`src/rtl/pwr_mode_pkg.sv`:
```
`timescale 1ns/1ps
package pwr_mode_pkg;
    localparam int DATA_W       = 8;
    localparam int ADDR_W       = 4;
    localparam int NUM_CLK_REGS = 3;
    localparam int MODE_ADDR    = 6;
    localparam int CLK_BASE     = 7;
    localparam int PDN_BIT      = 3;
    localparam int PDL_BIT      = 4;

    typedef enum logic [1:0] {
        PM_NORMAL = 2'b00,
        PM_RESET  = 2'b01,
        PM_SLEEP  = 2'b10,
        PM_DEEP   = 2'b11
    } pmode_t;

    typedef struct packed {
        logic chip_dn;
        logic link_dn;
    } pbits_t;

    function automatic pmode_t bits_to_mode(pbits_t b);
        return pmode_t'({b.chip_dn, b.link_dn});
    endfunction

    function automatic logic [DATA_W-1:0] bits_to_byte(pbits_t b);
        logic [DATA_W-1:0] v;
        v = '0;
        v[PDN_BIT] = b.chip_dn;
        v[PDL_BIT] = b.link_dn;
        return v;
    endfunction
endpackage

```
`src/rtl/pwr_mode_regs.sv`:
```
`timescale 1ns/1ps
module pwr_mode_regs
    import pwr_mode_pkg::*;
(
    input  logic                                   clk,
    input  logic                                   clr,
    input  logic                                   wr_en,
    input  logic [ADDR_W-1:0]                      addr,
    input  logic [DATA_W-1:0]                      wdata,
    output pbits_t                                 bits,
    output logic [NUM_CLK_REGS-1:0][DATA_W-1:0]    cfg,
    output logic                                   reject
);
    localparam int LAST = NUM_CLK_REGS - 1;

    logic                    locked;
    logic                    mode_wr;
    logic                    accept;
    logic                    cfg_ok;
    logic                    pll_off;
    logic [NUM_CLK_REGS-1:0] cfg_nz;
    pbits_t                  req;

    // The chip-down bit is set in both sleep and deep sleep
    assign locked  = bits.chip_dn;
    assign mode_wr = wr_en && !locked && (addr == ADDR_W'(MODE_ADDR));
    assign req     = '{chip_dn: wdata[PDN_BIT], link_dn: wdata[PDL_BIT]};

    for (genvar g = 0; g < NUM_CLK_REGS; g++) begin : g_cfg
        logic hit;
        assign hit       = wr_en && !locked && (addr == ADDR_W'(CLK_BASE + g));
        assign cfg_nz[g] = |cfg[g];
        always_ff @(posedge clk) begin
            if (clr)      cfg[g] <= '0;
            else if (hit) cfg[g] <= wdata;
        end
    end

    assign cfg_ok  = &cfg_nz;
    assign pll_off = !cfg_nz[LAST];

    always_comb begin
        if (!req.chip_dn)      accept = 1'b1;
        else if (!req.link_dn) accept = !bits.link_dn && cfg_ok;
        else                   accept = pll_off;
    end

    assign reject = mode_wr && !accept;

    always_ff @(posedge clk) begin
        if (clr)                   bits <= '{chip_dn: 1'b0, link_dn: 1'b1};
        else if (mode_wr && accept) bits <= req;
    end
endmodule

```
`src/rtl/pwr_mode_decode.sv`:
```
`timescale 1ns/1ps
module pwr_mode_decode
    import pwr_mode_pkg::*;
(
    input  pbits_t bits,
    output pmode_t mode,
    output logic   link_en,
    output logic   ring_en,
    output logic   status_valid
);
    assign mode = bits_to_mode(bits);

    always_comb begin
        link_en      = 1'b0;
        ring_en      = 1'b0;
        status_valid = 1'b0;
        unique case (mode)
            PM_NORMAL: begin
                link_en      = 1'b1;
                ring_en      = 1'b1;
                status_valid = 1'b1;
            end
            PM_SLEEP: begin
                link_en = 1'b1;
                ring_en = 1'b1;
            end
            PM_RESET, PM_DEEP: ;
            default: ;
        endcase
    end
endmodule

```
`src/rtl/pwr_mode_flags.sv`:
```
`timescale 1ns/1ps
module pwr_mode_flags
    import pwr_mode_pkg::*;
(
    input  logic   clk,
    input  logic   clr,
    input  logic   reject,
    input  pmode_t mode,
    input  logic   mclk_ok,
    output logic   sleep_err,
    output logic   clk_loss
);
    always_ff @(posedge clk) begin
        if (clr) begin
            sleep_err <= 1'b0;
            clk_loss  <= 1'b0;
        end else begin
            if (reject)                         sleep_err <= 1'b1;
            if (mode == PM_SLEEP && !mclk_ok)   clk_loss  <= 1'b1;
        end
    end
endmodule

```
`src/rtl/pwr_mode_ctrl.sv`:
```
`timescale 1ns/1ps
module pwr_mode_ctrl
    import pwr_mode_pkg::*;
(
    input  logic              clk,
    input  logic              rst,
    input  logic              rst_pin_n,
    input  logic              mclk_ok,
    input  logic              wr_en,
    input  logic [ADDR_W-1:0] addr,
    input  logic [DATA_W-1:0] wdata,
    output logic [DATA_W-1:0] rdata,
    output logic [1:0]        mode_o,
    output logic              link_en,
    output logic              ring_en,
    output logic              status_valid,
    output logic              sleep_err,
    output logic              clk_loss
);
    logic                                clr;
    logic                                reject;
    pbits_t                              bits;
    pmode_t                              mode;
    logic [NUM_CLK_REGS-1:0][DATA_W-1:0] cfg;

    assign clr = rst || !rst_pin_n;

    pwr_mode_regs i_regs (
        .clk    (clk),
        .clr    (clr),
        .wr_en  (wr_en),
        .addr   (addr),
        .wdata  (wdata),
        .bits   (bits),
        .cfg    (cfg),
        .reject (reject)
    );

    pwr_mode_decode i_decode (
        .bits         (bits),
        .mode         (mode),
        .link_en      (link_en),
        .ring_en      (ring_en),
        .status_valid (status_valid)
    );

    pwr_mode_flags i_flags (
        .clk       (clk),
        .clr       (clr),
        .reject    (reject),
        .mode      (mode),
        .mclk_ok   (mclk_ok),
        .sleep_err (sleep_err),
        .clk_loss  (clk_loss)
    );

    assign mode_o = mode;

    always_comb begin
        rdata = '0;
        if (addr == ADDR_W'(MODE_ADDR)) rdata = bits_to_byte(bits);
        for (int i = 0; i < NUM_CLK_REGS; i++) begin
            if (addr == ADDR_W'(CLK_BASE + i)) rdata = cfg[i];
        end
    end
endmodule

```
`config.mk`:
```
export PLATFORM = sky130hd
export DESIGN_NAME = pwr_mode_ctrl
export DESIGN_NICKNAME = d
export VERILOG_FILES = /design/src/rtl/pwr_mode_pkg.sv /design/src/rtl/pwr_mode_regs.sv /design/src/rtl/pwr_mode_decode.sv /design/src/rtl/pwr_mode_flags.sv /design/src/rtl/pwr_mode_ctrl.sv
export SDC_FILE = /design/constraint.sdc
export NUM_CORES = 1
export LEC_CHECK = 0
export BUFFER_PORTS_ARGS = -buffer_cell sky130_fd_sc_hd__buf_4
export CORE_ASPECT_RATIO = 1.25
export CORE_MARGIN = 2
export CORE_UTILIZATION = 40
export DETAILED_ROUTE_END_ITERATION = 6
export PLACE_DENSITY_LB_ADDON = 0.15
export SYNTH_ARGS = -nofsm -noshare
export SYNTH_HDL_FRONTEND = slang
export SYNTH_HIERARCHICAL = 1
export SYNTH_SLANG_ARGS = --single-unit
```
`constraint.sdc`:
```
create_clock -name clk -period 4.5 [get_ports clk]
set_input_delay 1.35 -clock clk [delete_from_list [all_inputs] [get_ports clk]]
set_output_delay 1.35 -clock clk [all_outputs]
set_load 0.1 [all_outputs]
```
==> reports/qor.csv <==
stage,metric,value,unit
yosys,xor and xnor area share after synthesis,0,%
cells_and_area,"Core Util, Final",49.42,%
timing,final period demand of the worst path,3.842,ns
worst_setup_path,kind of end point of the critical path,output port,
yosys,synthesis-stage register bit count,28,
worst_setup_path,critical path launch point type,primary input,
yosys,top area cells in the synthesized netlist,"dfxtp_1, mux2i_1, nor2_1",
worst_setup_path,Crit path top cell by count,buf_4,
yosys,synthesized-area fraction occupied by and/or/nand/nor cells,23.80,%
floorplan,Initial Utilization,41.01,%
worst_setup_path,cell chain of the critical path,buf_4 -> and4b_1 -> nand2_1 -> a2bb2oi_2 -> buf_4,
cells_and_area,"commonest cells after routing, fill and taps aside","mux2i_1, buf_4, nor2_1, dfxtp_1, nand2_1",
power,power density cells,271.9,nW/µm²
timing,unrepaired setup endpoints after global routing,no,
yosys,share of cell area taken by muxes after synthesis,22.10,%
timing,max-slew violation count,0,
clocking,maximum clock path buffer count,2,
timing,Final Worst Setup Slack,0.6582,ns
clocking,Skew-Pair Late Insertion Delay,0.28,ns
min_path,HP Class,reg2reg,
clocking,Resized cells post-CTS,0,
worst_setup_path,worst path arrival time,2.49,ns
job,max capacitance violation total,0,
grt,Global Route met1 Usage,23.67,%
cells_and_area,area used by sequential logic in the layout,560.5,µm²
place,dpl ws,0.6654,ns
place,# port buffers,31,
timing,relative max-transition margin,29.15,%
place,cell area after placement,1637,µm²
detailed_routing,Routed WL per cell,15.28,µm
detailed_routing,first-iteration detailed-routing DRC count,31,
yosys,register area share after synthesis,39.93,%
detailed_routing,Total Routed Length,3285,µm
timing,setup violators final,0,
grt,first-pass GRT wire length,5616,µm
worst_setup_path,required time at the worst-slack endpoint,3.15,ns
worst_setup_path,"Buf+Inv Stages, Crit Path",2,
grt,pin count of the biggest net entering global routing,30,
floorplan,count of boundary I/O pins,32,
clocking,CTS Root Cell,clkbuf_8,
timing,total negative slack,0,ns
cells_and_area,antenna diode count,0,
grt,vias in the first global route,1160,
worst_setup_path,crit-path max cell delay,0.36,ns
grt,global-route met3 utilization,3.519,%
grt,global-route usage over all layers,18.03,%
yosys,Mapped Nets,168,
detailed_routing,detail-routed via count per cell,5.428,
yosys,proportion of netlist area held by the largest area contributor,39.93,%
yosys,mean instance size in the synthesized netlist,9.297,µm²
clocking,H-tree depth,1,
yosys,yosys warns,6,
outcome,result of the run,completed,
clocking,quantity of hold-fixing buffers added after cts,0,
cells_and_area,area of all placed cells without fillers,1692,µm²
place,placed wire-length estimate,2387,µm
cells_and_area,signed area change from the synthesized netlist to the final layout,20.50,%
yosys,cell area after technology mapping,1404,µm²
clocking,Clock Sink Count,28,
yosys,Unique masters post-synth,27,
power,power consumption,0.4600,mW
timing,final clock skew,0.005867,ns
yosys,cells after synthesis,151,
worst_setup_path,biggest fanout along the worst timing path,16,
grt,most crowded layer after global routing,met2,
worst_setup_path,CP top delay family,buffers and inverters,
detailed_routing,number of iterations in the first detailed-routing pass,4,
place,routability congestion estimate from global placement,0.7942,
floorplan,Die X,56.99,µm
yosys,adder-cell share of the synthesized area,0,%
grt,fraction of met2 tracks used by global routing,27.59,%
worst_setup_path,kind of critical path,in2out,
timing,share of the clock period used by the worst path,85.37,%
floorplan,area of the die,4002,µm²
timing,Final Hold Viols,0,
detailed_routing,post-route antenna net violation count,0,
cells_and_area,"number of standard cells in the layout, taps in and fillers out",215,
yosys,combinational family with the most area after synthesis,simple AND/OR/NAND/NOR gates,
yosys,largest area contributor in the netlist,dfxtp_1,
cells_and_area,filler cell count,336,
grt,initial antenna violation count,0,
power,leakage power figure,0.7711,nW
clocking,clock buffer count from CTS,3,
grt,global route total overflow,0,
worst_setup_path,master of the slowest instance on the critical path,and4b_1,
cells_and_area,ratio of cells with drive above 1 in the final layout,23.86,%
floorplan,die extent in y,70.24,µm
clocking,clock edge transition at the registers on the reported setup and hold paths,0.09,ns
floorplan,std cell rows,24,
timing,tightest hold margin,0.4564,ns
clocking,post-CTS setup buffers,0,
clocking,TritonCTS clock tree,done,
cells_and_area,number of nets in the layout,194,
floorplan,placeable core region,3423,µm²
yosys,complex-gate fraction of the synthesized area,8.021,%
place,cell count after placement,211,
cells_and_area,Multi-input gate area,775.7,µm²
detailed_routing,DRC viols,0,
timing,achievable frequency,260.3,MHz
detailed_routing,via total after detailed routing,1167,
power,worst ir drop on vdd,0.0002220,V
timing,transition time of the tightest slew-check pin,1.063,ns
## report_power, final
group / internal, mW / switching [mW]
clock: 0.0785 / 0.0807
combinational: 0.0206 / 0.0306
sequential: 0.249 / 0.000993
total: 0.348 / 0.112
## kinds of logic (layout without fill, tap and decap cells)
| group | Yosys count | in the layout |
|---|---|---|
| AOI/OAI and AO/OA | 18 | 18 |
| buffers and inverters | 15 | 40 |
| DFF | 28 | 28 |
| muxes | 31 | 31 |
| and+or+nand+nor | 59 | 59 |
## Yosys cell counts
master	instances
buf_4	6
or3b_1	3
and3_1	2
a211oi_1	1
nand2b_1	1
a211o_1	1
a21oi_1	2
inv_1	5
nand3_1	1
nor2_1	28
dfxtp_1	28
o21ai_0	7
and4b_1	1
nand4bb_4	1
nor4_1	6
a31oi_1	1
nor3_4	1
nand2_1	10
o22ai_1	3
and4bb_1	1
nand3b_1	2
buf_6	1
a2bb2oi_1	3
clkbuf_1	3
nor3b_2	1
mux2i_1	31
nand3_2	1
## worst min-delay path, delay by kind of cell (launching register included)
kind | cells | cell delay (ns)
flip-flops | 1 | 0.32
AO/OA/AOI/OAI | 1 | 0.05
buffers and inverters | 1 | 0.05
## metal layers
metal  share of wire, %  routed length [µm]  vias up
met5                  0                   0        -
met4                3.0                  97        0
met3                4.2                 138       10
met2                 48                1565       28
met1                 45                1485      547
li1                   -                   -      582
## registers in the layout, indices dropped and copies added, names as in the netlist
register / cells
i_flags/clk_loss: 1
i_regs/bits: 1
i_regs/cfg: 24
i_flags/sleep_err: 1
i_regs/locked: 1
## worst paths after layout
kind / endpoint / slack [ns] / start / cells after the start
setup / recovery: rdata[1] / 0.66 / addr[0] / 5
hold reg to reg: i_flags/clk_loss$_SDFFE_PP0P_ / 0.46 / i_flags/clk_loss$_SDFFE_PP0P_ / 2
setup reg to reg: i_regs/cfg[16]$_SDFFE_PP0P_ / 2.77 / i_regs/locked$_SDFFE_PP0P_ / 4
hold / removal: i_flags/clk_loss$_SDFFE_PP0P_ / 0.46 / i_flags/clk_loss$_SDFFE_PP0P_ / 2
## cell type report
class,count,area share (%)
multi-input cells,108,45.86
flip-flops and latches,28,33.14
repair buffers,31,13.76
inverters,5,1.109
well taps,39,2.885
clock buffers,4,3.254
(Power assumes the default switching activity.)
